==> src/rtl/srx_pkg.sv <==
`timescale 1ns/1ps
package srx_pkg;
  typedef struct packed {
    logic       ovr;
    logic       brk;
    logic       par;
    logic       frm;
    logic [7:0] data;
  } rx_entry_t;

  typedef enum logic [2:0] {
    S_IDLE, S_START, S_DATA, S_PAR, S_STOP, S_HOLD
  } rx_state_e;
endpackage

==> src/rtl/srx_deframer.sv <==
`timescale 1ns/1ps
module srx_deframer
  import srx_pkg::*;
#(
  parameter int OVS = 16
) (
  input  logic        clk,
  input  logic        rst,
  input  logic        tick,
  input  logic        rxd,
  input  logic        rx_en,
  input  logic [1:0]  wlen,
  input  logic        par_en,
  input  logic        par_even,
  input  logic        par_stick,
  output logic        push,
  output logic [10:0] push_word
);
  localparam int CW   = $clog2(OVS);
  localparam int HALF = OVS / 2;

  logic [1:0]    sync_q;
  logic          rx_s;
  rx_state_e     state;
  logic [CW-1:0] tcnt;
  logic [2:0]    bidx, nb_q;
  logic [7:0]    dat;
  logic          pen_q, even_q, stick_q, allz, perr;
  logic          exp_par, at_mid;

  assign rx_s   = sync_q[1];
  assign at_mid = tick && (tcnt == CW'(OVS - 1));

  // expected parity bit, from the settings latched at the start bit
  always_comb begin
    if (stick_q) exp_par = ~even_q;
    else         exp_par = even_q ? (^dat) : ~(^dat);
  end

  always_ff @(posedge clk) begin
    if (rst) sync_q <= 2'b11;
    else     sync_q <= {sync_q[0], rxd};
  end

  always_ff @(posedge clk) begin
    if (rst) begin
      state     <= S_IDLE;
      tcnt      <= '0;
      bidx      <= '0;
      nb_q      <= '0;
      dat       <= '0;
      pen_q     <= 1'b0;
      even_q    <= 1'b0;
      stick_q   <= 1'b0;
      allz      <= 1'b1;
      perr      <= 1'b0;
      push      <= 1'b0;
      push_word <= '0;
    end else begin
      push <= 1'b0;
      case (state)
        S_IDLE: begin
          if (tick && rx_en && !rx_s) begin
            state   <= S_START;
            tcnt    <= '0;
            nb_q    <= 3'd4 + {1'b0, wlen};
            pen_q   <= par_en;
            even_q  <= par_even;
            stick_q <= par_stick;
            dat     <= '0;
            allz    <= 1'b1;
            perr    <= 1'b0;
          end
        end
        S_START: begin
          if (tick) begin
            if (tcnt == CW'(HALF - 1)) begin
              tcnt <= '0;
              bidx <= '0;
              state <= rx_s ? S_IDLE : S_DATA;
            end else begin
              tcnt <= tcnt + 1'b1;
            end
          end
        end
        S_DATA: begin
          if (at_mid) begin
            tcnt      <= '0;
            dat[bidx] <= rx_s;
            if (rx_s) allz <= 1'b0;
            if (bidx == nb_q) state <= pen_q ? S_PAR : S_STOP;
            else              bidx  <= bidx + 1'b1;
          end else if (tick) begin
            tcnt <= tcnt + 1'b1;
          end
        end
        S_PAR: begin
          if (at_mid) begin
            tcnt  <= '0;
            perr  <= (rx_s != exp_par);
            if (rx_s) allz <= 1'b0;
            state <= S_STOP;
          end else if (tick) begin
            tcnt <= tcnt + 1'b1;
          end
        end
        S_STOP: begin
          if (at_mid) begin
            tcnt <= '0;
            push <= 1'b1;
            if (allz && !rx_s) begin
              push_word <= {1'b1, 1'b0, 1'b1, 8'h00};
              state     <= S_HOLD;
            end else begin
              push_word <= {1'b0, pen_q & perr, ~rx_s, dat};
              state     <= S_IDLE;
            end
          end else if (tick) begin
            tcnt <= tcnt + 1'b1;
          end
        end
        S_HOLD: begin
          if (rx_s) state <= S_IDLE;
        end
        default: state <= S_IDLE;
      endcase
    end
  end
endmodule

==> src/rtl/srx_buffer.sv <==
`timescale 1ns/1ps
module srx_buffer
  import srx_pkg::*;
#(
  parameter int DEPTH = 8
) (
  input  logic        clk,
  input  logic        rst,
  input  logic        fifo_en,
  input  logic        push,
  input  logic [10:0] push_word,
  input  logic        rd_en,
  output logic        rd_valid,
  output rx_entry_t   rd_word,
  output logic        empty,
  output logic        full,
  output logic        ovr_evt
);
  localparam int AW   = $clog2(DEPTH);
  localparam int CNTW = $clog2(DEPTH + 1);

  logic [10:0]      mem [DEPTH];
  logic [DEPTH-1:0] ovr_bits;
  logic [AW-1:0]    wptr, rptr, last;
  logic [CNTW-1:0]  cnt, cnt_nxt, cap;
  logic             wr_ok, rd_ok, full_now, empty_now;
  logic [10:0]      rd_lo;
  logic             rd_hi;

  assign cap       = fifo_en ? CNTW'(DEPTH) : CNTW'(1);
  assign full_now  = (cnt >= cap);
  assign empty_now = (cnt == '0);
  assign wr_ok     = push && !full_now;
  assign ovr_evt   = push && full_now;
  assign rd_ok     = rd_en && !empty_now;
  assign last      = wptr - 1'b1;
  assign cnt_nxt   = cnt + CNTW'(wr_ok) - CNTW'(rd_ok);
  assign rd_word   = rx_entry_t'({rd_hi, rd_lo});

  // data store without reset so it maps onto block RAM
  always_ff @(posedge clk) begin
    if (wr_ok) mem[wptr] <= push_word;
    if (rd_ok) rd_lo <= mem[rptr];
  end

  always_ff @(posedge clk) begin
    if (rst) begin
      wptr     <= '0;
      rptr     <= '0;
      cnt      <= '0;
      ovr_bits <= '0;
      rd_hi    <= 1'b0;
      rd_valid <= 1'b0;
      empty    <= 1'b1;
      full     <= 1'b0;
    end else begin
      if (wr_ok) begin
        wptr           <= wptr + 1'b1;
        ovr_bits[wptr] <= 1'b0;
      end
      if (ovr_evt) ovr_bits[last] <= 1'b1;
      if (rd_ok) begin
        rptr  <= rptr + 1'b1;
        rd_hi <= ovr_bits[rptr] | (ovr_evt && (last == rptr));
      end
      rd_valid <= rd_ok;
      cnt      <= cnt_nxt;
      empty    <= (cnt_nxt == '0);
      full     <= (cnt_nxt >= cap);
    end
  end
endmodule

==> src/rtl/srx_status.sv <==
`timescale 1ns/1ps
module srx_status (
  input  logic       clk,
  input  logic       rst,
  input  logic       load,
  input  logic [2:0] flags,
  input  logic       ovr_evt,
  input  logic       clr,
  output logic [3:0] status
);
  always_ff @(posedge clk) begin
    if (rst) begin
      status <= '0;
    end else begin
      if (clr)     status       <= '0;
      if (load)    status[2:0]  <= flags;
      if (ovr_evt) status[3]    <= 1'b1;
    end
  end
endmodule

==> src/rtl/serial_rx_tagged.sv <==
`timescale 1ns/1ps
module serial_rx_tagged
  import srx_pkg::*;
#(
  parameter int DEPTH = 8,
  parameter int OVS   = 16
) (
  input  logic        clk,
  input  logic        rst,
  input  logic        baud_tick,
  input  logic        rxd,
  input  logic        rx_en,
  input  logic        fifo_en,
  input  logic [1:0]  word_len,
  input  logic        par_en,
  input  logic        par_even,
  input  logic        par_stick,
  input  logic        rd_en,
  input  logic        stat_clr,
  output logic        rd_valid,
  output logic [11:0] rd_data,
  output logic [3:0]  rx_status,
  output logic        rx_empty,
  output logic        rx_full
);
  logic        push, ovr_evt;
  logic [10:0] push_word;
  rx_entry_t   rd_word;

  srx_deframer #(.OVS(OVS)) u_defr (
    .clk(clk), .rst(rst), .tick(baud_tick), .rxd(rxd), .rx_en(rx_en),
    .wlen(word_len), .par_en(par_en), .par_even(par_even),
    .par_stick(par_stick), .push(push), .push_word(push_word)
  );

  srx_buffer #(.DEPTH(DEPTH)) u_buf (
    .clk(clk), .rst(rst), .fifo_en(fifo_en), .push(push),
    .push_word(push_word), .rd_en(rd_en), .rd_valid(rd_valid),
    .rd_word(rd_word), .empty(rx_empty), .full(rx_full), .ovr_evt(ovr_evt)
  );

  srx_status u_stat (
    .clk(clk), .rst(rst), .load(rd_valid),
    .flags({rd_word.brk, rd_word.par, rd_word.frm}),
    .ovr_evt(ovr_evt), .clr(stat_clr), .status(rx_status)
  );

  assign rd_data = rd_word;
endmodule

==> config.mk <==
export PLATFORM = sky130hd
export DESIGN_NAME = serial_rx_tagged
export DESIGN_NICKNAME = d
export VERILOG_FILES = /design/src/rtl/srx_pkg.sv /design/src/rtl/srx_deframer.sv /design/src/rtl/srx_buffer.sv /design/src/rtl/srx_status.sv /design/src/rtl/serial_rx_tagged.sv
export SDC_FILE = /design/constraint.sdc
export NUM_CORES = 1
export LEC_CHECK = 0
export BUFFER_PORTS_ARGS = -buffer_cell sky130_fd_sc_hd__buf_2
export CAP_MARGIN = 30
export CORE_ASPECT_RATIO = 0.75
export CORE_MARGIN = 2
export CORE_UTILIZATION = 55
export CTS_CLUSTER_SIZE = 14
export DETAILED_ROUTE_END_ITERATION = 12
export PLACE_DENSITY = 0.84
export RECOVER_POWER = 25
export SLEW_MARGIN = 0
export SYNTH_ARGS = -nofsm -noshare
export SYNTH_HDL_FRONTEND = slang
export SYNTH_SLANG_ARGS = --single-unit
==> constraint.sdc <==
create_clock -name clk -period 4.59 [get_ports clk]
set_input_delay 0.2295 -clock clk [delete_from_list [all_inputs] [get_ports clk]]
set_output_delay 0.2295 -clock clk [all_outputs]
set_load 0.05 [all_outputs]
* Word-level counts from Yosys, hierarchy flattened
Memory sizes are Yosys's and may differ from the RTL's. A register that Yosys moved wholly into a read port is not among the register bits.
Index checks and enable logic that the tools add are counted.
W data, S select, Z words.
** Storage, ports and cells
- Register bits after elaboration :: 66
- Memory bits (writable) :: 88
- Input port bits :: 13
- Output and inout bits :: 19
- Word-level logic and storage cells :: 163
- Memories :: 1
** Memories
- u_buf.mem :: words 8, bits a word 11, rd ports 1, clocked after Yosys merged registers in 1, write ports 1, line srx_buffer.sv:22 : logic [10:0] mem [DEPTH];
** Operators by class
- Add/sub/neg operators :: 8
- Order comparisons :: 9
- Equal/unequal tests :: 22
- Muxes and demuxes :: 55
- Bitwise logic cells :: 9
- Reduce and logical (&&, ||, !) cells :: 36
** Operators by type and width (number)
- $mux W3 :: 15
- $mux W8 :: 5
- $mux W4 :: 7
- $ne A2 B1 Y1 const B :: 9
- $pmux W3 S6 :: 1
- $lt A3 B4 Y1 const B :: 4
- $pmux W8 S2 :: 1
- $mux W1 :: 15
- $pmux W4 S3 :: 1
- $reduce_bool A2 Y1 :: 6
- $logic_and A1 B1 Y1 :: 11
- $mux W11 :: 1
- $add A3 B1 Y3 const B :: 3
- $demux W1 S3 :: 3
- $ge A3 B1 Y1 const B :: 3
- $and A8 B8 Y8 :: 1
- $bwmux W8 :: 1
- $ge A4 B4 Y1 :: 2
- $logic_not A4 Y1 :: 2
- $not A8 Y8 :: 1
- $or A8 B8 Y8 :: 1
- $reduce_and A4 Y1 :: 2
- $reduce_and A8 Y1 :: 1
- $reduce_xor A8 Y1 :: 1
- 29 further kinds :: 42

* Depth between registers and ports, before layout
Gate-level depths: netlist of the first run.
- Depth after elaboration :: 10
- Gate-level depth with buffers :: 13
- Depth with buffers taken out :: 13

* Hierarchy
A second synthesis of the first run with hierarchy kept.
** Unflattened totals
- Cells, all modules :: 527
- Area, all modules :: 7078.0 µm²
** Modules (own cells, without submodules)
- srx_buffer :: times used 1, cells each 273, area each 4917.2 µm², sequential area each 3413.3 µm²
- srx_deframer :: times used 1, cells each 238, area each 2013.2 µm², sequential area each 800.8 µm²
- srx_status :: times used 1, cells each 16, area each 147.6 µm², sequential area each 80.1 µm²

* Worst setup path after synthesis of the first run
Ideal clock, no wire load.
- Path kind :: reg2reg
- From :: reg u_buf.cnt[2]
- To :: reg u_buf.full
- Library setup time :: 0.129 ns
- Arrival time :: 3.147 ns
- Data required time :: 4.461 ns
- Path slack :: 1.314 ns
- Stages on the path, launching flop included :: 13
- Buffers on the path :: 0
- Period minus slack after synthesis :: 3.276 ns
- Cells stage by stage :: dfxtp_1 inv_1 ha_1 a31oi_1 ha_1 inv_1 ha_1 a21o_1 a21oi_1 xor2_1 ha_1 a21oi_1 nor2_1
** On the way
- Elaborated cells on any way between the ends :: 9
- Those cells by class :: 2 x add/sub; 2 x order compare; 5 x reduce/logical
** RTL lines
- start: declaration :: line srx_buffer.sv:25 : logic [CNTW-1:0] cnt, cnt_nxt, cap;
- start signal: assignment :: line srx_buffer.sv:67 : cnt <= cnt_nxt;
- $logic_not A4 Y1 :: line srx_buffer.sv:32 : assign empty_now = (cnt == '0);
- $logic_not A1 Y1 :: line srx_buffer.sv:35 : assign rd_ok = rd_en && !empty_now;
- $logic_and A1 B1 Y1 :: line srx_buffer.sv:35
- net u_buf.rd_ok :: line srx_buffer.sv:26 : logic wr_ok, rd_ok, full_now, empty_now;
- $sub A4 B1 Y4 :: line srx_buffer.sv:37 : assign cnt_nxt = cnt + CNTW'(wr_ok) - CNTW'(rd_ok);
- net u_buf.cnt_nxt[3] :: line srx_buffer.sv:25
- $ge A4 B4 Y1 :: line srx_buffer.sv:69 : full <= (cnt_nxt >= cap);
- end signal: assignment :: line srx_buffer.sv:69
- end: declaration :: line srx_buffer.sv:16 : output logic full,
The timed path passes the listed nets, and every way through them passes these cells.
A chain may end at the register's enable or synchronous reset.

* Worst setup path after layout of the first run
- From :: reg u_buf.cnt[0]
- To :: reg u_buf.full
** On the way
- Word-level cells in the longest chain between the ends :: 6
- Elaborated cells on any way between the ends :: 9
- Those cells by class :: 2 x add/sub; 2 x order compare; 5 x reduce/logical
** Ends and longest elaborated chain
- $ge A4 B4 Y1 :: line srx_buffer.sv:31 : assign full_now = (cnt >= cap);
- $logic_not A1 Y1 :: line srx_buffer.sv:33 : assign wr_ok = push && !full_now;
- $logic_and A1 B1 Y1 :: line srx_buffer.sv:33
- $add A4 B1 Y4 :: line srx_buffer.sv:37
- $sub A4 B1 Y4 (*) :: line srx_buffer.sv:37
- $ge A4 B4 Y1 (*) :: line srx_buffer.sv:69
Every way passes the cells marked *; elsewhere a longest branch is shown, timed or not.

==> results of run 1 <==
logic make-up after synthesis:
group           count (synthesis)  synth area share
flops                         165            0.6160
simple gates                  155            0.1160
compound gates                 82           0.06965
buf+inv                        46           0.02800
mux                            44            0.1082
xor+xnor                       25           0.03411
fa+ha+maj                      15           0.02800
placed cells by master (no fill, tap or decap), types with 9 or more instances in the layout:
cell / n
nor2_1: 50
xnor2_1: 16
o21ai_0: 12
nand3_1: 20
buf_4: 9
dfxtp_1: 66
nand2b_1: 9
edfxtp_1: 99
clkbuf_16: 18
nand2_1: 33
ha_1: 14
mux2i_1: 9
buf_2: 31
mux4_2: 24
mux2_2: 11
inv_1: 18
a21oi_1: 47
flip-flops by register name (all words and copies together), names as in the netlist, 2 cells and up:
name and flops:
u_buf.mem 88, u_buf.rd_lo 11, u_defr.push_word 11, u_buf.ovr_bits 8, u_defr.dat 8, u_buf.cnt 4
u_defr.tcnt 4, u_stat.status 4, u_buf.rptr 3, u_buf.wptr 3, u_defr.bidx 3, u_defr.nb_q 3
u_defr.state 3, u_defr.sync_q 2
per-layer routing:
metal,global-route usage,vias to the layer above,part of all wire
li1,-,2023,-
met1,0.2752,2157,0.44
met2,0.3720,121,0.50
met3,0.05055,11,0.045
met4,0.06874,0,0.0074
met5,0,-,0
per-stage QoR:
stage                     area, µm²  power [mW]
after floorplan                6970       2.432
after global placement         7279       2.580
after detailed placement       7311       2.629
after CTS                      7908       4.023
after global routing           7919       4.160
final                          7919       3.990
worst max-delay path: stages (launching register included):
cell      delay (ns)
dfxtp_1         0.32
inv_1           0.07
ha_1            0.27
or4b_4          0.50
a21oi_4         0.23
nand2_1         0.11
inv_1           0.09
ha_1            0.17
inv_1           0.06
fa_1            0.37
xor2_1          0.23
nand4b_1        0.14
a21oi_1         0.16
nor2_1          0.05
final cells by class:
type,count,share of cell area
tap,166,0.02623
clock buffer,19,0.05736
multi-input combinational,321,0.3141
clock inverter,13,0.01675
sequential,165,0.5423
inverter,18,0.008532
timing repair buffer,44,0.03476
worst paths after layout:
kind | to | slack (ns) | cells past startpoint
worst min register to register | u_defr.sync_q[1] | 0.41 | 1
worst min-delay path | u_defr.nb_q[0] | 0.04 | 3
worst max-delay path | u_buf.full | 1.70 | 13
worst max register to register | u_buf.full | 1.70 | 13
repair_timing:
action                                  CTS  global route
endpoints found under the setup margin    0             0
hold buffers                              1             0
endpoints found under the hold margin     1             0
report_power, final:
group          internal [mW]  leakage (nW)  switching, mW  total (mW)
registers               1.66          1.54         0.0556        1.71
clock network          0.798         0.291          0.606        1.40
logic                  0.331         0.978          0.542       0.873
==> reports/metrics.cfg, run 1 <==
[yosys]
synthTopCellsByCount = edfxtp_1 (99), dfxtp_1 (66), nor2_1 (50)
ys_ff_latch = 165
synth.top_cell.area_share = 0.4265
netlist_area_um2 = 6970
ys_dominant_reg_cell = edfxtp_1
synth_top_cell_by_area = edfxtp_1
synth-edff-count = 99
yosysMostFrequentCell = edfxtp_1
synth.net_count = 560
yosys_warnings = 0
synth.distinct_cells = 60
synth_area_per_cell_um2 = 13.10
async_flop_share = 0
synth-seq-area-share = 0.6160
syn_inst = 532
yosys-top-cells-area = edfxtp_1 (43%), dfxtp_1 (19%), mux4_2 (7.8%)

[drt]
ant_nets = 0
drt_iter0_drc = 331
drc = 0
vias = 4312
post_drt_wl_per_cell_um = 18.54
via_per_inst = 5.780
drt_first_pass_iters = 5
finalWirelength_um = 13830

[layout]
nFillCells = 880
area_growth_pct = 13.61
multi_input_area_um2 = 2487
fin_cells = 746
diodes = 0
regArea_um2 = 4294
drive_gt1_frac = 0.2207
nets = 595
fin_util = 0.6435

[grt]
grt_max_degree = 44
grt-ovfl-total = 0
grt_pass1_wl_um = 21940
grt_usage = 0.2159
antenna_found_initial = 0
grt_pass1_vias = 4291

[timing]
setup_ws_ns = 1.698
setup-violations-final = 0
tightest_slew_ns = 0.9109
period_share = 0.6301
hold_violations = 0
period_needed_ns = 2.892
max_freq_mhz = 345.7
maxSlewViolCount = 0
setup_tns_ns = 0
hold_ws_ns = 0.04425
skew_ns = 0.01381
grt_setup_unrepaired = false
relSlewSlack = 0.3919

[worst_setup_path]
cp-start-kind = flip-flop
critPathArrivalTime_ns = 3.21
endpoint_kind = flip-flop
cp-startpoint = u_buf.cnt[0]
rr_startpoint = u_buf.cnt[0]
path_max_fanout = 6
crit_type = flip-flop to flip-flop
crit_required_ns = 4.90

[cts]
cts_made_buffers = 17
cts-root-buf = clkbuf_16
clk_latency_ns = 0.43
htree_levels = 4
cts_setup_buffers = 0
cts_resized = 0
clk_path_buf_depth = 2
cts_tree = yes
path_clk_slew_ns = 0.07
clock-sinks = 165

[placement]
post-dp-hpwl_um = 8914
place.gp.congestion = 0.8839
dp_cells = 712
dp_slack_ns = 1.662
io_buffers = 31

[power_and_ir_drop]
p_leak_nw = 2.808
peakVddDrop_mv = 0.3219
power.density_nw_per_um2 = 503.8

[min_path]
hold_path_startpoint = word_len[0]
hp-class = input port to flip-flop

[floorplanning]
die_area_um2 = 13600
initial_core_util = 0.5664
ios = 32
core_area_um2 = 12310
fp.dieH_um = 101.5
std_cell_rows = 35
die_x_um = 134.0

[run]
drv_cap = 0

[status]
outcome = completed

No activity file was read; power rests on OpenSTA's default activity.
==> inputs of run 2 (changes only) <==
==> constraint.sdc (replaced) <==
create_clock -name clk -period 2.74 [get_ports clk]
set_input_delay 0.137 -clock clk [delete_from_list [all_inputs] [get_ports clk]]
set_output_delay 0.137 -clock clk [all_outputs]
set_load 0.05 [all_outputs]
==> reports/metrics.cfg, run 2 (synthesis gave the netlist of run 1 again) <==
[status]
outcome = completed

[grt]
grt_usage = 0.2189
antenna_found_initial = 0
grt_pass1_vias = 4376
grt-ovfl-total = 0
grt_max_degree = 47
grt_pass1_wl_um = 22100

[worst_setup_path]
crit_top_cell = inv_2
cp-start-kind = flip-flop
rr_startpoint = u_buf.cnt[0]
crit_type = flip-flop to flip-flop
endpoint_kind = flip-flop
cp_slowest_cell = or4b_4
path_cells = inv_2 -> ha_4 -> or4b_4 -> a21oi_4 -> nand2_2 -> inv_2 -> ha_4 -> inv_2 -> fa_2 -> xor2_2 -> nand4b_1 -> a21oi_2 -> nor2_2
slowest_delay_ns = 0.54
critPathArrivalTime_ns = 2.98
crit_required_ns = 3.02
critical_path_buf_inv_count = 3
cp-startpoint = u_buf.cnt[0]
path_max_fanout = 2
cp_top_family = simple AND/OR/NAND/NOR gates

[layout]
nFillCells = 883
largest_reg_flops = 88
layout_common_cells = edfxtp_1 (99), dfxtp_1 (65), nor2_1 (49)
diodes = 0
reg.largest.list = u_buf.mem (88), u_buf.rd_lo (11), u_defr.push_word (11)
area_growth_pct = 15.08
fin_cells = 756
final_common_cell = edfxtp_1
drive_gt1_frac = 0.2424
nets = 605
regMostFlops = u_buf.mem

[power_and_ir_drop]
p_leak_nw = 2.831
finalPower_mw = 6.726
peakVddDrop_mv = 0.5269
power.density_nw_per_um2 = 838.5

[timing]
grt_setup_unrepaired = true
skew_ns = 0.01287
relSlewSlack = 0.4613
period_needed_ns = 2.693
maxSlewViolCount = 0
hold_violations = 0
setup-violations-final = 0
max_freq_mhz = 371.3
period_share = 0.9829
setup_ws_ns = 0.04696
tightest_slew_ns = 0.8080
hold_ws_ns = 0.05069

[cts]
clock-sinks = 165
htree_levels = 4
path_clk_slew_ns = 0.07
cts_tree = yes
clk_path_buf_depth = 2
cts-root-buf = clkbuf_16
clk_latency_ns = 0.43
cts_made_buffers = 17

[drt]
via_per_inst = 5.776
vias = 4367
drt_iter0_drc = 260
post_drt_wl_per_cell_um = 18.16
finalWirelength_um = 13730
drc = 0
ant_nets = 0
drt_first_pass_iters = 5

[run]
drv_cap = 0

[floorplanning]
die_x_um = 134.0
core_area_um2 = 12310
std_cell_rows = 35
initial_core_util = 0.5664
ios = 32
die_area_um2 = 13600
fp.dieH_um = 101.5

[placement]
io_buffers = 31
post-dp-hpwl_um = 8459
dp_cells = 717
place.gp.congestion = 0.8619
dp_slack_ns = -0.1168

[min_path]
hold_path_startpoint = stat_clr
hp-class = input port to flip-flop

[run 2: cell count changes in the layout (fill, tap and decap cells not counted), sizes merged]
cell / before / now
clkbuf: 19 / 20
bufinv: 1 / 0
dlygate4sd3: 1 / 6
buf: 43 / 48
clkinv: 1 / 2
inv: 28 / 26
clkinvlp: 1 / 2
[run 2: layer usage]
metal / share of wire / global-route usage / wire length (µm)
met5: 0 / 0 / 0
met4: 0.021 / 0.1047 / 282
met3: 0.050 / 0.04404 / 684
met2: 0.51 / 0.3815 / 7019
met1: 0.42 / 0.2659 / 5743
[run 2: layout make-up]
cell class	instances	area, µm²	share of cell area
clock buffers	20	457.9	0.05709
clock inverters	12	110.1	0.01373
inverters	18	67.56	0.008423
multi-input cells	321	2540	0.3166
flip-flops and latches	165	4295	0.5355
well taps	166	207.7	0.02589
repair buffers	54	342.8	0.04274
[run 2: tightest hold or removal path: stages]
cell	delay [ns]
buf_2	0.12
nand2b_1	0.11
a21oi_1	0.06
[run 2: metrics by stage]
step | utilization | instance area (µm²) | TNS [ns]
2_1_floorplan | - | 6985 | 0
3_3_place_gp | 0.5965 | 7341 | 0
3_5_place_dp | 0.5965 | 7341 | -0.2273
4_1_cts | 0.6486 | 7981 | 0
5_1_grt | 0.6519 | 8021 | -0.1224
6_report | 0.6519 | 8021 | 0
[run 2: what timing repair did]
item,CTS,global route
buffers inserted,0,1
resized for setup,4,8
setup endpoints to repair,2,2
pin swaps,2,6
hold buffers,6,0
endpoints found under the hold margin,6,0
[run 2: where the power goes]
part	total, mW	leakage (nW)	switching [mW]	internal (mW)
Combinational	1.60	1.02	0.973	0.623
Sequential	2.87	1.54	0.0895	2.78
Clock	2.26	0.275	1.01	1.25
[run 2: final timing paths]
check	to	slack (ns)	depth (start not counted)
worst max-delay path	u_buf.full	0.05	13
worst min-delay path	u_stat.status[3]	0.05	3
worst max register to register	u_buf.full	0.05	13
worst min register to register	u_defr.sync_q[1]	0.41	1
==> inputs of run 3 (changes only) <==
--- a/config.mk
+++ b/config.mk
@@ -10,10 +10,10 @@
 export CORE_ASPECT_RATIO = 0.75
 export CORE_MARGIN = 2
 export CORE_UTILIZATION = 55
+export CTS_BUF_LIST = sky130_fd_sc_hd__clkbuf_8
 export CTS_CLUSTER_SIZE = 14
 export DETAILED_ROUTE_END_ITERATION = 12
 export PLACE_DENSITY = 0.84
-export RECOVER_POWER = 25
 export SLEW_MARGIN = 0
 export SYNTH_ARGS = -nofsm -noshare
 export SYNTH_HDL_FRONTEND = slang
==> reports/metrics.cfg, run 3 (synthesis gave the netlist of run 1 again) <==
[min_path]
hold_path_startpoint = baud_tick
holdPathEnd = u_defr.tcnt[0]
worstHoldPathCells = 5
hp-class = input port to flip-flop

[run]
drv_cap = 0

[worst_setup_path]
endpoint_kind = flip-flop
path_max_fanout = 2
cp_slowest_cell = or4b_4
rr_startpoint = u_buf.cnt[0]
crit_required_ns = 3.05
critPathArrivalTime_ns = 3.00
path_cells = inv_2 -> ha_4 -> or4b_4 -> a21oi_4 -> nand2_2 -> inv_2 -> ha_4 -> inv_2 -> fa_2 -> xor2_2 -> nand4b_1 -> a21oi_2 -> nor2_2
slowest_delay_ns = 0.54
r2r_end = u_buf.full
reg2regPathDepth = 13
crit_type = flip-flop to flip-flop
crit_top_cell = inv_2
cp-start-kind = flip-flop
rrSetupSlack_ns = 0.04

[timing]
grt_setup_unrepaired = true
max_freq_mhz = 370.9
hold_violations = 0
setup_tns_ns = 0
setup_ws_ns = 0.04376
tightest_slew_ns = 0.8210
relSlewSlack = 0.4526
skew_ns = 0.01316
setup-violations-final = 0
hold_ws_ns = 0.2040
maxSlewViolCount = 0
period_share = 0.9840
period_needed_ns = 2.696

[drt]
drt_iter0_drc = 243
post_drt_wl_per_cell_um = 17.33
vias = 4345
ant_nets = 0
drc = 0
finalWirelength_um = 13120
drt_first_pass_iters = 4
via_per_inst = 5.740

[cts]
cts_made_buffers = 17
clk_path_buf_depth = 2
clk_latency_ns = 0.45
cts-root-buf = clkbuf_8
cts_tree = yes
clock-sinks = 165
path_clk_slew_ns = 0.08
htree_levels = 4

[layout]
layout_common_cells = edfxtp_1 (99), dfxtp_1 (65), nor2_1 (49)
diodes = 0
multi_input_area_um2 = 2540
area_growth_pct = 12.55
nets = 606
fin_cells = 757
largest_reg_flops = 88
regArea_um2 = 4295
fin_util = 0.6375
regMostFlops = u_buf.mem
drive_gt1_frac = 0.2420
reg.largest.list = u_buf.mem (88), u_buf.rd_lo (11), u_defr.push_word (11)
nFillCells = 897
stdcell_area_um2 = 7845
final_common_cell = edfxtp_1

[floorplanning]
fp.dieH_um = 101.5
die_x_um = 134.0
core_area_um2 = 12310
initial_core_util = 0.5664
die_area_um2 = 13600
std_cell_rows = 35
ios = 32

[placement]
placed_area_um2 = 7341
place.gp.congestion = 0.8619
dp_slack_ns = -0.1168
post-dp-hpwl_um = 8459
dp_cells = 717
io_buffers = 31

[grt]
grt_pass1_vias = 4282
antenna_found_initial = 0
grt_max_degree = 47
grt_pass1_wl_um = 21270
grt-ovfl-total = 0
grt_usage = 0.2078

[power_and_ir_drop]
p_leak_nw = 2.758
peakVddDrop_mv = 0.5517
finalPower_mw = 6.130
power.density_nw_per_um2 = 781.4

[status]
outcome = completed

## run 3: changes by cell type in the layout (fill, tap and decap cells not counted)
cell | before | now
inv_1 | 15 | 17
clkbuf_16 | 18 | 0
clkbuf_1 | 2 | 0
dlygate4sd3_1 | 6 | 7
bufinv_16 | 0 | 1
clkbuf_8 | 0 | 17
## run 3: how the worst max path moves through the flow
stage	startpoint	to	slack [ns]	depth (start not counted)
floorplan	u_buf.cnt[0]	u_buf.mem[3][0]	0.06	5
global route	u_buf.cnt[0]	u_buf.full	-0.07	13
CTS	u_buf.cnt[0]	u_buf.full	0.009	12
detailed placement	fifo_en	u_buf.full	-0.12	14
finish	u_buf.cnt[0]	u_buf.full	0.04	13
global placement	u_buf.cnt[0]	u_buf.full	0.07	13
## run 3: area by class of cell
type                            instances  share of cell area
Sequential cell                       165              0.5475
Timing Repair Buffer                   55             0.04498
Multi-Input combinational cell        321              0.3238
Clock buffer                           17             0.02982
Inverter                               18            0.008612
Tap cell                              166             0.02648
Clock inverter                         15             0.01882
## run 3: what timing repair did
item                                    in CTS  in global routing
hold endpoints to repair                     7                  0
pin swaps                                    3                  5
endpoints found under the setup margin       2                  2
hold buffers                                 7                  0
buffers inserted                             0                  1
gates resized for setup                      4                  8
## run 3: critical path: cells and delay by family (launching register included)
family,cells,cell delay [ns]
AO/OA/AOI/OAI,2,0.34
AND/OR/NAND/NOR,4,0.82
XOR/XNOR,1,0.18
flip-flops,1,0.32
adder cells (fa/ha/maj),3,0.71
buffers and inverters,3,0.19
## run 3: report_power, final
part / switching [mW] / internal (mW) / leakage, nW / total, mW
Sequential: 0.0887 / 2.77 / 1.54 / 2.86
Clock: 0.931 / 0.746 / 0.198 / 1.68
Combinational: 0.968 / 0.622 / 1.02 / 1.59
## run 3: per-layer routing
metal | vias to the layer above | wire [µm] | GRT usage
met4 | 0 | 174 | 0.07365
met1 | 2158 | 5579 | 0.2576
met3 | 19 | 652 | 0.04805
met5 | - | 0 | 0
met2 | 128 | 6714 | 0.3637
li1 | 2040 | - | -
